--- src/rtl/bsw_pkg.sv ---
package bsw_pkg;

    localparam int DATA_W   = 8;
    localparam int MODE_W   = 3;
    localparam int POLL_BIT = 7;
    localparam int FLIP_BIT = 6;
    localparam int FAIL_BIT = 5;
    localparam int WIN_BIT  = 3;
    localparam int ALT_BIT  = 2;
    localparam int NUM_FLIP = 2;
    localparam int FLIP_MAIN = 0;
    localparam int FLIP_ALT  = 1;

    typedef enum logic [MODE_W-1:0] {
        MD_ARRAY     = 3'd0,
        MD_PROG      = 3'd1,
        MD_ER_WIN    = 3'd2,
        MD_ER_RUN    = 3'd3,
        MD_SUSP      = 3'd4,
        MD_SUSP_PROG = 3'd5,
        MD_RSV6      = 3'd6,
        MD_RSV7      = 3'd7
    } op_mode_e;

    typedef struct packed {
        logic status;
        logic poll_inv;
        logic poll_one;
        logic main_adv;
        logic alt_adv;
        logic erase_run;
        logic sect_array;
    } mode_attr_t;

    function automatic mode_attr_t decode_mode(input op_mode_e m);
        mode_attr_t a;
        a = '0;
        case (m)
            MD_PROG: begin
                a.status   = 1'b1;
                a.poll_inv = 1'b1;
                a.main_adv = 1'b1;
            end
            MD_ER_WIN: begin
                a.status   = 1'b1;
                a.main_adv = 1'b1;
                a.alt_adv  = 1'b1;
            end
            MD_ER_RUN: begin
                a.status    = 1'b1;
                a.main_adv  = 1'b1;
                a.alt_adv   = 1'b1;
                a.erase_run = 1'b1;
            end
            MD_SUSP: begin
                a.status     = 1'b1;
                a.poll_one   = 1'b1;
                a.alt_adv    = 1'b1;
                a.sect_array = 1'b1;
            end
            MD_SUSP_PROG: begin
                a.status   = 1'b1;
                a.poll_inv = 1'b1;
                a.main_adv = 1'b1;
                a.alt_adv  = 1'b1;
            end
            default: a = '0;
        endcase
        return a;
    endfunction

endpackage

--- src/rtl/bsw_flip.sv ---
module bsw_flip (
    input  logic clk,
    input  logic rst,
    input  logic clr,
    input  logic adv,
    output logic q
);
    always_ff @(posedge clk) begin
        if (rst || clr) begin
            q <= 1'b0;
        end else if (adv) begin
            q <= ~q;
        end
    end
endmodule

--- src/rtl/bsw_fail_latch.sv ---
module bsw_fail_latch (
    input  logic clk,
    input  logic rst,
    input  logic set_i,
    input  logic clr_i,
    output logic q
);
    always_ff @(posedge clk) begin
        if (rst || clr_i) begin
            q <= 1'b0;
        end else if (set_i) begin
            q <= 1'b1;
        end
    end
endmodule

--- src/rtl/bsw_word_build.sv ---
module bsw_word_build
    import bsw_pkg::*;
#(
    parameter int W = DATA_W
) (
    input  mode_attr_t       attr,
    input  logic             poll_src,
    input  logic             sel_sector,
    input  logic             flip_main,
    input  logic             flip_alt,
    input  logic             fail,
    input  logic [W-1:0]     array_data,
    output logic [W-1:0]     word
);
    logic [W-1:0] stat;
    logic         show_array;

    always_comb begin
        stat = '0;
        stat[POLL_BIT] = attr.poll_inv ? ~poll_src : attr.poll_one;
        stat[FLIP_BIT] = flip_main;
        stat[FAIL_BIT] = fail;
        stat[WIN_BIT]  = attr.erase_run;
        stat[ALT_BIT]  = flip_alt;
    end

    assign show_array = !attr.status || (attr.sect_array && !sel_sector);
    assign word       = show_array ? array_data : stat;
endmodule

--- src/rtl/busy_status_word.sv ---
module busy_status_word
    import bsw_pkg::*;
#(
    parameter int W = DATA_W
) (
    input  logic                 clk,
    input  logic                 rst,
    input  logic [MODE_W-1:0]    op_mode,
    input  logic                 prog_poll_bit,
    input  logic                 sel_sector,
    input  logic                 rd_stb,
    input  logic [W-1:0]         array_data,
    input  logic                 limit_hit,
    input  logic                 reset_cmd,
    output logic [W-1:0]         rd_data
);
    mode_attr_t          attr;
    logic [NUM_FLIP-1:0] flip_adv;
    logic [NUM_FLIP-1:0] flip_q;
    logic                fail_q;
    logic [W-1:0]        word;

    assign attr = decode_mode(op_mode_e'(op_mode));

    assign flip_adv[FLIP_MAIN] = rd_stb && attr.main_adv;
    assign flip_adv[FLIP_ALT]  = rd_stb && attr.alt_adv && sel_sector;

    for (genvar i = 0; i < NUM_FLIP; i++) begin : g_flip
        bsw_flip u_flip (
            .clk (clk),
            .rst (rst),
            .clr (!attr.status),
            .adv (flip_adv[i]),
            .q   (flip_q[i])
        );
    end

    bsw_fail_latch u_fail (
        .clk   (clk),
        .rst   (rst),
        .set_i (limit_hit),
        .clr_i (reset_cmd),
        .q     (fail_q)
    );

    bsw_word_build #(.W(W)) u_build (
        .attr       (attr),
        .poll_src   (prog_poll_bit),
        .sel_sector (sel_sector),
        .flip_main  (flip_q[FLIP_MAIN]),
        .flip_alt   (flip_q[FLIP_ALT]),
        .fail       (fail_q),
        .array_data (array_data),
        .word       (word)
    );

    always_ff @(posedge clk) begin
        if (rst) begin
            rd_data <= '0;
        end else if (rd_stb) begin
            rd_data <= word;
        end
    end
endmodule

--- config.mk ---
export PLATFORM = sky130hd
export DESIGN_NAME = busy_status_word
export DESIGN_NICKNAME = d
export VERILOG_FILES = /design/src/rtl/bsw_pkg.sv /design/src/rtl/bsw_flip.sv /design/src/rtl/bsw_fail_latch.sv /design/src/rtl/bsw_word_build.sv /design/src/rtl/busy_status_word.sv
export SDC_FILE = /design/constraint.sdc
export NUM_CORES = 1
export LEC_CHECK = 0
export CAP_MARGIN = 5
export CORE_UTILIZATION = 40
export CTS_BUF_LIST = sky130_fd_sc_hd__clkbuf_8
export CTS_CLUSTER_DIAMETER = 50
export DETAILED_ROUTE_END_ITERATION = 10
export PLACE_DENSITY_LB_ADDON = 0.12
export SETUP_SLACK_MARGIN = 0.15
export SLEW_MARGIN = 30
export SYNTH_ARGS = -nofsm -noshare
export SYNTH_HDL_FRONTEND = slang
export SYNTH_SLANG_ARGS = --single-unit
export TNS_END_PERCENT = 100
--- constraint.sdc ---
create_clock -name clk -period 1.8 [get_ports clk]
set_clock_uncertainty 0.05 [all_clocks]
set_input_delay 0.27 -clock clk [delete_from_list [all_inputs] [get_ports clk]]
set_output_delay 0.27 -clock clk [all_outputs]
set_load 0.05 [all_outputs]
==> impl_metrics.env, run 1 <==
export IMPL_clk_latency_ns=0.23
export IMPL_antenna_cells=0
export IMPL_die_w_um=39.1
export IMPL_status="finished, final reports clean"
export IMPL_track_usage_pct=20.2
export IMPL_cp_data_arrival_time_ns=1.68
export IMPL_reg2reg_setup_slack_ns=0.94
export IMPL_slew_headroom_pct=67.3
export IMPL_wire_per_inst_um=11.9
export IMPL_area_growth_pct=58.3
export IMPL_crit_path_max_fanout=5
export IMPL_worst_slew_pin_slew_ns=0.493
export IMPL_rsz0062_at_grt="false"
export IMPL_timing_fmax_ghz=0.637
export IMPL_layout_nets=112
export IMPL_path_clk_slew_ns=0.05
export IMPL_grt_pass1_vias=498
export IMPL_finalCritPeriodShare_pct=87.2
export IMPL_setup_ws_ns=0.231
export IMPL_drive_gt1_share_pct=14.0
export IMPL_dpl_worst_slack_ns=-0.0670
export IMPL_start_util_pct=46.3
export IMPL_slew_violations=0
export IMPL_cts_hold_buf=0
export IMPL_place_gp_congestion=0.868
export IMPL_syn_inst=62
export IMPL_rows=12
export IMPL_grt_pass1_wl_mm=1.96
export IMPL_hpwl_um=912
export IMPL_drt_initial_drc_count=4
export IMPL_cts_htree_levels=1
export IMPL_die_area_um2=1530
export IMPL_hold_class="reg2reg"
export IMPL_grt_ovfl_total=0
export IMPL_syn_num_nets=80
export IMPL_antenna_found_initial=0
export IMPL_max_vdd_ir_drop_mv=0.526
export IMPL_vias_per_cell=5.11
export IMPL_powerDensity_nw_per_um2=770
export IMPL_cts_sinks=11
export IMPL_firstDrtPassIters=4
export IMPL_hold_viol=0
export IMPL_power_leakage_nw=0.388
export IMPL_synth_top_area_cell="dfxtp_1"
export IMPL_avgSynthCellArea_um2=8.86
export IMPL_synth_cell_types=25
export IMPL_ys_ff_latch=11
export IMPL_cts_tree="done"
export IMPL_fp_dieH_um=39.1
export IMPL_crit_required_ns=1.92
export IMPL_cts_made_buffers=3
export IMPL_synth_area_top_cells="dfxtp_1 40%, mux2i_1 7.3%, a21oi_1 5.5%"
export IMPL_routed_wl_mm=1.28
export IMPL_portBuffers=25
export IMPL_yosys_warnings=0
export IMPL_boundaryPins=26
export IMPL_root_buffer="clkbuf_8"
export IMPL_drv_cap=0
export IMPL_core_area_um2=1190
export IMPL_yosysSeqAreaShare_pct=40.1
export IMPL_grt_max_degree=12
export IMPL_finalSetupViolations=0
export IMPL_vias=547
export IMPL_antenna_left=0
export IMPL_netlist_area_um2=549
export IMPL_clk_path_buf_depth=2
export IMPL_period_needed_ns=1.57
export IMPL_fin_util_pct=73.3
export IMPL_path_class="in2reg"
export IMPL_start_kind="input port"
export IMPL_end_kind="register"
export IMPL_drc_errors=0
export IMPL_synth_top_area_share_pct=40.1
## stage by stage
step                hold slack, ns  cells  TNS, ns  instance area [µm²]  power (mW)
floorplan                    0.297     62        0                  549       0.367
global placement             0.405    102  -0.0240                  823       0.436
detailed placement           0.409    102   -0.170                  823       0.438
CTS                          0.415    106        0                  860       0.677
global route                 0.429    107        0                  870       0.707
finish                       0.414    107        0                  870       0.670
## layout make-up
cell class                 instances  area, µm²
clock inverter                     1       3.75
tap                               14       17.5
fill                             105        317
inverter                           1       3.75
multi-input combinational         44        282
clock buffer                       3       41.3
sequential                        11        220
timing repair buffer              33        302
## synth_stat cells (all sizes together)
cell,number
dfxtp,11
nor2,7
a21oi,6
buf,6
a211oi,5
mux2i,4
nand2,3
nand2b,3
nand3,3
o21ai,2
xor2,2
a21o,1
a22oi,1
a31oi,1
inv,1
nor2b,1
nor3,1
nor4b,1
nor4bb,1
or4b,1
xnor2,1
## worst paths after layout
path / start / depth (start not counted) / end
setup / recovery: op_mode[2] / 5 / rd_data[7]
hold / removal: rd_data[0] / 2 / rd_data[0]
setup reg to reg: g_flip[1].u_flip.q / 3 / g_flip[1].u_flip.q
hold reg to reg: rd_data[0] / 2 / rd_data[0]
## per-layer routing
layer	wire [µm]	track usage (%)	vias up	share of wire (%)
met5	0	0	-	0
met1	554	18.5	247	43
met3	81	10.4	2	6.4
met4	14	7.76	0	1.1
li1	-	-	279	-
met2	624	37.1	19	49
## critical path, cell delays in order
cell             delay, ns
clkdlybuf4s50_1       0.44
buf_4                 0.17
a21o_1                0.18
or4b_1                0.50
a21oi_1               0.12
## report_power, final
part           total, mW  internal [mW]  switching (mW)
Clock              0.242          0.150          0.0919
Sequential         0.266          0.258         0.00737
Combinational      0.163         0.0790          0.0836
## sequential cells by signal (all words and copies together), names as in the netlist
register / cells
rd_data: 8
u_fail.q: 1
g_flip.u_flip.q: 2
## cell families (layout without fill, tap and decap cells)
group | after synthesis | in the layout | synth area share (%)
compound gates | 16 | 16 | 18.9
xor+xnor | 3 | 3 | 4.78
buf+inv | 7 | 38 | 8.66
flops | 11 | 11 | 40.1
mux | 4 | 4 | 7.29
simple gates | 21 | 21 | 20.3
## timing repair
item,CTS,global route
resized for setup,7,1
buffers inserted,0,1
pin swaps,0,1
setup endpoints to repair,7,4
endpoints found under the hold margin,0,0
## placed cells by master (no fill, tap or decap), types with 2 or more instances in the layout
cell type,count
a21oi_1,6
nand2b_1,3
o21ai_0,2
dfxtp_1,11
dlygate4sd2_1,7
buf_4,9
clkdlybuf4s50_1,16
nor2_1,7
nand2_1,3
a211oi_1,4
clkbuf_8,3
inv_1,2
xor2_1,2
nand3_1,3
mux2i_1,4
Note: power is estimated with default switching activity, not from simulation.
==> run 2, diff against run 1 <==
--- a/config.mk
+++ b/config.mk
@@ -10,6 +10,7 @@
 export CTS_BUF_LIST = sky130_fd_sc_hd__clkbuf_8
 export CTS_CLUSTER_DIAMETER = 50
 export DETAILED_ROUTE_END_ITERATION = 10
+export GPL_TIMING_DRIVEN = 1
 export PLACE_DENSITY_LB_ADDON = 0.12
 export SETUP_SLACK_MARGIN = 0.15
 export SLEW_MARGIN = 30
==> results of run 2 <==
Same layout as run 1: the final DEF is identical, and so are final timing and power.
==> run 3, diff against run 2 <==
--- a/config.mk
+++ b/config.mk
@@ -5,7 +5,6 @@
 export SDC_FILE = /design/constraint.sdc
 export NUM_CORES = 1
 export LEC_CHECK = 0
-export CAP_MARGIN = 5
 export CORE_UTILIZATION = 40
 export CTS_BUF_LIST = sky130_fd_sc_hd__clkbuf_8
 export CTS_CLUSTER_DIAMETER = 50
@@ -17,4 +16,4 @@
 export SYNTH_ARGS = -nofsm -noshare
 export SYNTH_HDL_FRONTEND = slang
 export SYNTH_SLANG_ARGS = --single-unit
-export TNS_END_PERCENT = 100
+export TNS_END_PERCENT = 30
==> run 3 against run 2 <==
Net effect: worst hold slack gained 0.0025 ns; highest routed layer unchanged; critical endpoint is now rd_data[0]; die area unchanged; maximum frequency fell by 6.4%; critical path depth shrank 4.
==> impl_metrics.env, run 3 (same netlist as run 1, synthesis figures left out) <==
export IMPL_cpMaxStageDelayCell="clkdlybuf4s50_1"
export IMPL_final_setup_tns_ns=0
export IMPL_period_needed_ns=1.68
export IMPL_track_usage_pct=20.1
export IMPL_antenna_left=0
export IMPL_slew_headroom_pct=66.0
export IMPL_cts_htree_levels=1
export IMPL_hold_viol=0
export IMPL_layout_nets=111
export IMPL_die_area_um2=1530
export IMPL_p_clk_share_pct=35.8
export IMPL_cp_top_family="buffers and inverters"
export IMPL_switching_share_pct=27.0
export IMPL_wire_per_inst_um=11.8
export IMPL_comb_power_share_pct=24.6
export IMPL_end_kind="output port"
export IMPL_drt_initial_drc_count=7
export IMPL_status="finished, final reports clean"
export IMPL_min_path_cells=2
export IMPL_regMostFlops="rd_data"
export IMPL_die_w_um=39.1
export IMPL_rows=12
export IMPL_switchingPower_uw=181
export IMPL_post_cts_buffers=0
export IMPL_worstHoldStart="rd_data[0]"
export IMPL_grt_ovfl_total=0
export IMPL_max_vdd_ir_drop_mv=0.526
export IMPL_whs_endpoint="rd_data[0]"
export IMPL_area_growth_pct=58.1
export IMPL_start_util_pct=46.3
export IMPL_hpwl_um=912
export IMPL_antenna_found_initial=0
export IMPL_cts_tree="done"
export IMPL_hold_ws_ns=0.417
export IMPL_worst_slew_pin_slew_ns=0.510
export IMPL_r2r_worst_path_cells=3
export IMPL_dp_cells=102
export IMPL_fp_dieH_um=39.1
export IMPL_grt_pass1_vias=496
export IMPL_drive_gt1_share_pct=13.0
export IMPL_drv_cap=0
export IMPL_cell_internal_pwr_uw=489
export IMPL_crit_path_max_fanout=2
export IMPL_r2r_end="g_flip[1].u_flip.q"
export IMPL_drc_errors=0
export IMPL_mostFrequentLayoutCells="21 x clkdlybuf4s50_1, 11 x dfxtp_1, 8 x buf_4"
export IMPL_cp_data_arrival_time_ns=1.36
export IMPL_path_clk_slew_ns=0.05
export IMPL_place_gp_congestion=0.868
export IMPL_crit_required_ns=1.48
export IMPL_routed_wl_mm=1.25
export IMPL_largest_reg_flops=8
export IMPL_start_kind="register"
export IMPL_clk_path_buf_depth=2
export IMPL_worstReg2RegStart="g_flip[1].u_flip.q"
export IMPL_clk_latency_ns=0.23
export IMPL_cp_buffers_inverters=1
export IMPL_antenna_cells=0
export IMPL_root_buffer="clkbuf_8"
export IMPL_vias=542
export IMPL_rsz0062_at_grt="true"
export IMPL_reg2reg_setup_slack_ns=0.94
export IMPL_core_area_um2=1190
export IMPL_timing_fmax_ghz=0.597
export IMPL_powerDensity_nw_per_um2=772
export IMPL_finalSetupViolations=0
export IMPL_boundaryPins=26
export IMPL_n_fill_cell=103
export IMPL_critical_path_cell_chain="clkdlybuf4s50_1"
export IMPL_hold_class="reg2reg"
export IMPL_cts_sinks=11
export IMPL_cts_made_buffers=3
export IMPL_finalCritPeriodShare_pct=93.1
export IMPL_grt_pass1_wl_mm=1.95
export IMPL_slew_violations=0
export IMPL_cts_hold_buf=0
export IMPL_fin_cells=106
export IMPL_portBuffers=25
export IMPL_final_common_cell="clkdlybuf4s50_1"
export IMPL_pwr_share_seq_pct=39.6
export IMPL_slowest_delay_ns=0.80
export IMPL_top_regs="rd_data (8), g_flip.u_flip.q (2), u_fail.q (1)"
export IMPL_path_class="reg2out"
export IMPL_power_leakage_nw=0.370
export IMPL_firstDrtPassIters=2
export IMPL_vias_per_cell=5.11
export IMPL_grt_max_degree=12
export IMPL_cp_depth=1
==> run 3: cell count changes in the layout (fill, tap and decap cells not counted), sizes merged <==
cell / change
buf: -1
clkdlybuf4s50: +5
dlygate4sd2: -5
==> run 3: cell type report <==
class	count	area, µm²	share of cell area (%)
timing repair buffer	32	300	34.6
multi-input combinational	44	282	32.4
sequential	11	220	25.4
clock buffer	3	41.3	4.76
tap	14	17.5	2.02
clock inverter	1	3.75	0.432
inverter	1	3.75	0.432
==> run 3: power by group through the flow <==
stage	logic (mW)	clock network, mW	registers (mW)
after detailed placement	0.167	0	0.271
after floorplan	0.0616	0	0.305
after global placement	0.165	0	0.271
after CTS	0.166	0.249	0.266
final	0.165	0.240	0.266
after global routing	0.177	0.264	0.267
==> run 3: routing by layer <==
metal | global-route usage [%] | vias to the layer above | part of all wire, %
li1 | - | 277 | -
met1 | 18.1 | 246 | 44
met2 | 37.1 | 17 | 49
met3 | 10.4 | 2 | 5.8
met4 | 7.76 | 0 | 1.1
met5 | 0 | - | 0
==> run 3: worst max-delay path by stage <==
stage,from,to,slack (ns)
after floorplan,op_mode[1],rd_data[7],0.35
after global placement,op_mode[1],rd_data[7],-0.02
after detailed placement,op_mode[1],rd_data[7],-0.07
after CTS,rd_data[1],rd_data[1],0.11
after global routing,rd_data[0],rd_data[0],0.08
final,rd_data[0],rd_data[0],0.12
==> run 3: repair_timing <==
item | CTS | global route
pin swaps | 0 | 1
gates resized for setup | 2 | 1
endpoints found under the setup margin | 7 | 9
==> run 3: through the flow <==
stage / setup slack (ns) / util (%) / total power, mW / instance area [µm²]
floorplan: 0.351 / - / 0.367 / 549
global placement: -0.0240 / 69.4 / 0.436 / 823
detailed placement: -0.0670 / 69.4 / 0.438 / 823
CTS: 0.108 / 73.0 / 0.681 / 866
global route: 0.0797 / 73.2 / 0.709 / 868
finish: 0.124 / 73.2 / 0.670 / 868
==> run 3: worst reg2reg max path: cells and delay by family, from the launching register on <==
family          cells  cell delay [ns]
flops               1             0.36
simple gates        2             0.32
compound gates      1             0.07
